--- src/rtl/sls_pkg.sv ---
package sls_pkg;
    localparam int WORD_W   = 32;
    localparam int REG_W    = 5;
    localparam int LANE_W   = 4;
    localparam int SCALE_W  = 2;
    localparam int CNT_W    = 3;
    localparam int BYTES_W  = 4;
    localparam int SP_NUM   = (1 << REG_W) - 1;

    // bit positions the decoder depends on
    localparam int POS_RT   = 0;
    localparam int POS_RN   = 5;
    localparam int POS_SIZE = 10;
    localparam int POS_S    = 12;
    localparam int POS_OPC  = 13;
    localparam int POS_RM   = 16;
    localparam int POS_R    = 21;
    localparam int POS_LD   = 22;
    localparam int POS_POST = 23;
    localparam int POS_Q    = 30;

    typedef struct packed {
        logic [REG_W-1:0] rt;
        logic [REG_W-1:0] rn;
        logic [REG_W-1:0] rm;
        logic [1:0]       size;
        logic             s;
        logic [2:0]       opc;
        logic             r;
        logic             ld;
        logic             post;
        logic             q;
    } sls_fields_t;

    typedef struct packed {
        logic [REG_W-1:0]   vt;
        logic [REG_W-1:0]   base;
        logic [REG_W-1:0]   offs;
        logic               is_load;
        logic               post;
        logic               wide;
        logic               bcast;
        logic               sp_chk;
        logic [SCALE_W-1:0] scale;
        logic [CNT_W-1:0]   nregs;
        logic [LANE_W-1:0]  lane;
    } sls_desc_t;
endpackage

--- src/rtl/sls_field_split.sv ---
module sls_field_split
    import sls_pkg::*;
(
    input  logic [WORD_W-1:0] word,
    output sls_fields_t       fld
);
    always_comb begin
        fld.rt   = word[POS_RT +: REG_W];
        fld.rn   = word[POS_RN +: REG_W];
        fld.rm   = word[POS_RM +: REG_W];
        fld.size = word[POS_SIZE +: 2];
        fld.s    = word[POS_S];
        fld.opc  = word[POS_OPC +: 3];
        fld.r    = word[POS_R];
        fld.ld   = word[POS_LD];
        fld.post = word[POS_POST];
        fld.q    = word[POS_Q];
    end
endmodule

--- src/rtl/sls_lane_legalize.sv ---
module sls_lane_legalize
    import sls_pkg::*;
(
    input  sls_fields_t fld,
    output sls_desc_t   desc,
    output logic        undef
);
    logic [LANE_W-1:0]  raw_idx;
    logic [LANE_W-1:0]  lane;
    logic [SCALE_W-1:0] scale;
    logic               bcast;

    assign raw_idx = {fld.q, fld.s, fld.size};

    always_comb begin
        undef = 1'b0;
        scale = fld.opc[2:1];
        lane  = raw_idx;
        bcast = 1'b0;
        unique case (fld.opc[2:1])
            2'd0: ;
            2'd1: begin
                if (fld.size[0]) undef = 1'b1;
                else             lane  = raw_idx >> 1;
            end
            2'd2: begin
                if (fld.size[1])       undef = 1'b1;
                else if (!fld.size[0]) lane  = raw_idx >> 2;
                else if (fld.s)        undef = 1'b1;
                else begin
                    lane  = raw_idx >> 3;
                    scale = 2'd3;
                end
            end
            default: begin
                if (!fld.ld || fld.s) undef = 1'b1;
                else begin
                    bcast = 1'b1;
                    scale = fld.size;
                    lane  = '0;
                end
            end
        endcase
    end

    always_comb begin
        desc.vt      = fld.rt;
        desc.base    = fld.rn;
        desc.offs    = fld.rm;
        desc.is_load = fld.ld;
        desc.post    = fld.post;
        desc.wide    = fld.q;
        desc.bcast   = bcast;
        desc.sp_chk  = (fld.rn == REG_W'(SP_NUM));
        desc.scale   = scale;
        desc.nregs   = {1'b0, fld.opc[0], fld.r} + CNT_W'(1);
        desc.lane    = lane;
    end
endmodule

--- src/rtl/sls_out_stage.sv ---
module sls_out_stage
    import sls_pkg::*;
(
    input  logic      clk,
    input  logic      rst_n,
    input  logic      in_valid,
    output logic      in_ready,
    input  sls_desc_t in_desc,
    input  logic      in_undef,
    input  logic      out_ready,
    output logic      out_full,
    output logic      out_undef,
    output sls_desc_t out_desc
);
    typedef enum logic {ST_EMPTY, ST_FULL} stage_st_t;
    stage_st_t st_q, st_d;
    logic      take;

    assign in_ready = (st_q == ST_EMPTY) || out_ready;
    assign take     = in_valid && in_ready;
    assign out_full = (st_q == ST_FULL);

    always_comb begin
        st_d = st_q;
        unique case (st_q)
            ST_EMPTY: if (take) st_d = ST_FULL;
            ST_FULL:  if (out_ready && !take) st_d = ST_EMPTY;
            default:  st_d = ST_EMPTY;
        endcase
    end

    always_ff @(posedge clk or negedge rst_n) begin
        if (!rst_n) st_q <= ST_EMPTY;
        else        st_q <= st_d;
    end

    always_ff @(posedge clk or negedge rst_n) begin
        if (!rst_n) begin
            out_undef <= 1'b0;
            out_desc  <= '0;
        end else if (take) begin
            out_undef <= in_undef;
            out_desc  <= in_undef ? '0 : in_desc;
        end else if (out_ready) begin
            out_undef <= 1'b0;
            out_desc  <= '0;
        end
    end
endmodule

--- src/rtl/sls_lane_decoder.sv ---
module sls_lane_decoder
    import sls_pkg::*;
(
    input  logic                clk,
    input  logic                rst_n,
    input  logic                ins_valid,
    output logic                ins_ready,
    input  logic [WORD_W-1:0]   ins_word,
    input  logic                op_ready,
    output logic                op_valid,
    output logic                op_undef,
    output logic [REG_W-1:0]    op_vt,
    output logic [REG_W-1:0]    op_base,
    output logic [REG_W-1:0]    op_offset_reg,
    output logic                op_is_load,
    output logic                op_post,
    output logic                op_wide,
    output logic                op_bcast,
    output logic                op_sp_check,
    output logic [SCALE_W-1:0]  op_scale,
    output logic [BYTES_W-1:0]  op_elem_bytes,
    output logic [CNT_W-1:0]    op_nregs,
    output logic [LANE_W-1:0]   op_lane
);
    sls_fields_t fld;
    sls_desc_t   dec_desc;
    sls_desc_t   q_desc;
    logic        dec_undef;
    logic        q_full;
    logic        q_undef;

    sls_field_split u_split (.word(ins_word), .fld(fld));

    sls_lane_legalize u_legal (.fld(fld), .desc(dec_desc), .undef(dec_undef));

    sls_out_stage u_stage (
        .clk(clk), .rst_n(rst_n),
        .in_valid(ins_valid), .in_ready(ins_ready),
        .in_desc(dec_desc), .in_undef(dec_undef),
        .out_ready(op_ready), .out_full(q_full),
        .out_undef(q_undef), .out_desc(q_desc)
    );

    assign op_valid      = q_full && !q_undef;
    assign op_undef      = q_full && q_undef;
    assign op_vt         = q_desc.vt;
    assign op_base       = q_desc.base;
    assign op_offset_reg = q_desc.offs;
    assign op_is_load    = q_desc.is_load;
    assign op_post       = q_desc.post;
    assign op_wide       = q_desc.wide;
    assign op_bcast      = q_desc.bcast;
    assign op_sp_check   = q_desc.sp_chk;
    assign op_scale      = q_desc.scale;
    assign op_nregs      = q_desc.nregs;
    assign op_lane       = q_desc.lane;
    assign op_elem_bytes = op_valid ? (BYTES_W'(1) << q_desc.scale) : '0;
endmodule

--- config.mk ---
export PLATFORM = sky130hd
export DESIGN_NAME = sls_lane_decoder
export DESIGN_NICKNAME = d
export VERILOG_FILES = /design/src/rtl/sls_pkg.sv /design/src/rtl/sls_field_split.sv /design/src/rtl/sls_lane_legalize.sv /design/src/rtl/sls_out_stage.sv /design/src/rtl/sls_lane_decoder.sv
export SDC_FILE = /design/constraint.sdc
export NUM_CORES = 1
export LEC_CHECK = 0
export BUFFER_PORTS_ARGS = -buffer_cell sky130_fd_sc_hd__buf_2
export CORE_MARGIN = 8
export CORE_UTILIZATION = 45
export DETAILED_ROUTE_END_ITERATION = 12
export PLACE_DENSITY = 0.81
export SYNTH_ARGS = -nofsm -noshare
export SYNTH_HDL_FRONTEND = slang
export SYNTH_SLANG_ARGS = --single-unit
--- constraint.sdc ---
create_clock -name clk -period 1.5 [get_ports clk]
set_input_delay 0.3 -clock clk [delete_from_list [all_inputs] [get_ports clk]]
set_output_delay 0.3 -clock clk [all_outputs]
set_load 0.01 [all_outputs]
# == After elaboration in Yosys (flattened, before gate mapping) ==
# Index checks and enable logic that the tools add are counted.
# classes
add_sub_neg,1
n_eq_ne,3
shifts,1
mux,28
n_bitwise,1
reduce_logical,13
# op_table
operator,count
$mux W29,3
$mux W4,6
$pmux W4 S3,1
$mux W1,11
$mux W2,4
$eq A5 B5 Y1 const B,1
$logic_and A1 B1 Y1,4
$pmux W2 S2,1
$shl A1 B2 Y4 const A,1
$add A2 B1 Y3 const B,1
$logic_not A1 Y1,3
$pmux W1 S3,1
$reduce_or A3 Y1,1
$eq A2 B1 Y1 const B,1
$eq A2 B2 Y1 const B,1
$logic_not A2 Y1,1
$logic_or A1 B1 Y1,2
$pmux W1 S2,1
$reduce_bool A2 Y1,1
$reduce_or A2 Y1,1
$not A1 Y1,1
# totals
reg_bits,31
inputBits,36
wordCells,60

# == Depth between registers and ports, before layout ==
# logic_depth
depth_word,7
mapped_depth,6
depth_no_buf,4

# == By module ==
# From an unflattened synthesis, not the netlist that was laid out.
# hier_totals
hier_cells,164
hier_area_um2,1801.7
# modules_own_cells
module,n_inst,cells_each,area_each_um2,seq_area_each_um2
sls_out_stage,1,72,1123.6,775.7
sls_lane_legalize,1,61,422.9,0.0
sls_field_split,1,25,187.7,0.0
sls_lane_decoder,1,6,67.6,0.0

# == Worst setup path after synthesis ==
# OpenSTA, ideal clock, no wires.
# synth_timing
path_type,in2reg
startpoint,in ins_word[10]
endpoint,reg u_stage.out_desc[11] in the netlist's numbering
arrival_time_ps,1281
required_ps,1379
slack_ps,98
cell_stages,6
cell_sequence,clkbuf_1 > a211oi_2 > nor3_4 > nor2_4 > buf_6 > a22o_1
# synth_via
elab_chain_cells,5
word_cells_on_any_way,6
classes_between,mux: 6
# synth_rtl
item,line_no,rtl
start: declaration,sls_lane_decoder.sv:8,"input logic [WORD_W-1:0] ins_word,"
$mux W1,sls_lane_legalize.sv:28,else if (!fld.size[0]) lane = raw_idx >> 2;
$mux W1,sls_lane_legalize.sv:27,if (fld.size[1]) undef = 1'b1;
$pmux W1 S3 (*),sls_lane_legalize.sv:20,unique case (fld.opc[2:1])
$mux W29 (*),sls_out_stage.sv:43,out_desc <= in_undef ? '0 : in_desc;
$mux W29 (*),sls_out_stage.sv:41,end else if (take) begin
end signal: assignment,sls_out_stage.sv:43,
end: declaration,sls_out_stage.sv:13,output sls_desc_t out_desc
# Mark *: on every way between the ends. The rest lies on a longest branch, timed or not.
# A chain may end at the register's enable or synchronous reset.

# == Worst setup path in the final report ==
# layout_timing
startpoint,reg u_stage.out_desc[8] in the netlist's numbering
endpoint,out op_elem_bytes[0]
# layout_via
elab_chain_cells,2
# layout_rtl
item,line_no,rtl
$shl A1 B2 Y4,sls_lane_decoder.sv:57,assign op_elem_bytes = op_valid ? (BYTES_W'(1) << q_desc.scale) : '0;
$mux W4,sls_lane_decoder.sv:57,
end: declaration,sls_lane_decoder.sv:21,"output logic [BYTES_W-1:0] op_elem_bytes,"
# Every way passes these cells.

==> impl_metrics.yaml <==
worst_hold_path:
  min_path_type: "input pin to async pin"
sta:
  clock.fmax_mhz: 664
  fin_crit_ns: 1.51
  tightest_slew_ns: 0.675
  skew_ns: 0.00429
  hold_violations: 0
  period_share_pct: 100
  rsz0062_at_grt: "yes"
  final.setup.tns_ns: -0.00672
  relSlewSlack_pct: 55.0
  drv_slew: 0
  setup_viol: 1
  fin_ws_ns: -0.00672
  whs_ns: 0.00361
clock_tree:
  clock_path_buffers: 2
  clock_latency_ns: 0.32
  clock-sinks: 31
  hold_buffers: 0
  cts_tree: "yes"
  htree_levels: 2
  clk_pin_slew_ns: 0.09
  cts_buffers: 5
  cts_root_buf: "clkbuf_4"
status:
  status: "complete, but fails checks"
  violations: "negative setup slack"
setup_path:
  path_delay_family: "flip-flops"
  arrival_ns: 1.21
  criticalPathCategory: "flop to output port"
  cp_num_cells: 2
  r2r_end: "u_stage.out_desc[8]"
  crit_chain: "nor4_1 -> buf_2"
  required_ns: 1.20
  reg2reg_setup_slack_ns: 0.15
  critPathMaxStageDelay_ns: 0.45
  cp-start-kind: "flop"
  path_max_fanout: 6
  r2r-start: "u_stage.out_full"
  critPathBufInv: 1
  rr_worst_depth: 4
  endpoint_kind: "output port"
  cp_slowest_cell: "dfrtp_2"
floorplanning:
  rows: 20
  start_util_pct: 46.9
  fp.dieW_um: 72.2
  design.die.area_um2: 5210
  ios: 72
  coreArea_um2: 3030
  die_h_um: 72.2
yosys:
  ys_ff_latch: 31
  synth_warnings: 0
  ys_seq_area_share_pct: 54.7
  synthCells: 122
  synth.avg_cell_area_um2: 11.6
  synth_nets: 159
  synth.distinct_cells: 35
  syn_area_um2: 1420
place:
  dp_hpwl_um: 2920
  port-buffer-count: 64
  dpl_worst_slack_ns: -0.0677
  gp_congestion: 0.877
final_layout:
  area_delta_synth_final_pct: 34.7
  drive_above_1_share_pct: 46.4
  layout_commonest_cell: "buf_2"
  multiInputGateArea_um2: 612
  n_antenna_cell: 0
  regArea_um2: 778
  layout_common_cells: "buf_2 (64), dfrtp_1 (29), a22o_1 (24)"
  fill_cells: 255
  finish.net_count: 231
detailed_routing:
  antenna_left: 0
  routed_wl_um: 4030
  drc: 0
  vias: 1308
  vias_per_cell: 5.50
  drt_pass1_iterations: 5
  wl_per_cell_um: 16.9
  initialDrtViolationCount: 113
pwr:
  leakage_nw: 1.01
  total_power_mw: 1.92
  ir_worst_vdd_v: 0.000515
  p_per_area_nw_per_um2: 1010
grt:
  grt_pass1_wl_um: 6130
  grt_use_total_pct: 15.1
  antenna_found_initial: 0
  grt_max_degree: 32
  gr-total-overflow: 0
  grt_pass1_vias: 1286
job:
  cap_violations: 0
final cells by class:
class	instances	area share [%]
Sequential cell	31	40.7
Inverter	2	0.393
Tap cell	44	2.88
Clock buffer	6	2.16
Timing Repair Buffer	73	20.3
Multi-Input combinational cell	81	32.0
Clock inverter	1	1.57
routing by layer:
layer | vias up | GRT usage (%) | wire [um] | part of all wire [%]
met3 | 8 | 6.20 | 300 | 7.4
met1 | 642 | 15.7 | 1550 | 39
li1 | 601 | - | - | -
met4 | 0 | 8.84 | 97 | 2.4
met5 | - | 0 | 0 | 0
met2 | 57 | 25.2 | 2080 | 52
cell usage after synthesis, drive strengths merged:
library cell | count | area share, %
a2111oi | 1 | 0.62
nor2b | 1 | 0.44
o31ai | 1 | 0.53
o22ai | 1 | 0.44
nor2 | 8 | 2.6
nor4b | 1 | 0.62
ha | 1 | 0.88
and4 | 1 | 0.62
nand2 | 5 | 1.3
a211oi | 2 | 1.4
inv | 2 | 0.53
nand2b | 6 | 2.6
o211ai | 1 | 0.53
dfrtp | 31 | 55
a22o | 24 | 15
and3 | 1 | 0.44
a21boi | 1 | 0.53
and2 | 2 | 0.88
a32o | 2 | 1.4
a21o | 1 | 0.53
nand3b | 3 | 1.6
and4b | 1 | 0.97
clkbuf | 5 | 1.4
o21ai | 4 | 1.4
nor4 | 1 | 0.44
a21oi | 6 | 2.1
nor3b | 2 | 1.1
buf | 4 | 2.3
o2bb2a | 1 | 0.71
nand3 | 1 | 0.35
nor3 | 1 | 1.1
logic make-up after synthesis:
family | synth area share [%]
AOI/OAI and AO/OA | 25.0
and+or+nand+nor | 15.2
DFF | 54.7
buffers and inverters | 4.23
adders and majority gates | 0.882
power by group:
group | internal [mW] | leakage, nW | switching (mW)
combinational | 0.168 | 0.561 | 0.207
sequential | 0.895 | 0.411 | 0.0395
clock | 0.343 | 0.0383 | 0.270
total | 1.41 | 1.01 | 0.516
timing repair:
action	4_1_cts	5_1_grt
resized for setup	3	4
setup buffers	1	0
hold endpoints to repair	0	0
endpoints found under the setup margin	4	27
pin swaps	3	3
gates cloned	0	1
registers in the layout, indices dropped and copies added, names as in the netlist:
name and flops:
u_stage.out_full 1, u_stage.out_undef 1, u_stage.out_desc 29
worst max-delay path by stage:
stage / from / endpoint / slack (ns)
final: u_stage.out_desc[8] / op_elem_bytes[0] / -0.007
after CTS: u_stage.out_desc[8] / op_elem_bytes[1] / -0.02
after global routing: u_stage.out_desc[8] / op_elem_bytes[1] / -0.07
after global placement: ins_word[12] / u_stage.out_desc[8] / -0.05
after floorplan: ins_word[10] / u_stage.out_desc[11] / 0.1
after detailed placement: ins_word[12] / u_stage.out_desc[8] / -0.07
stage by stage:
| stage | util, % | std cells | cell area, um2 |
|---|---|---|---|
| after floorplan | - | 122 | 1420 |
| after global placement | 59.6 | 229 | 1810 |
| after detailed placement | 59.6 | 229 | 1810 |
| after CTS | 62.5 | 237 | 1890 |
| after global routing | 63.1 | 238 | 1910 |
| final | 63.1 | 238 | 1910 |
(Power assumes the default switching activity.)
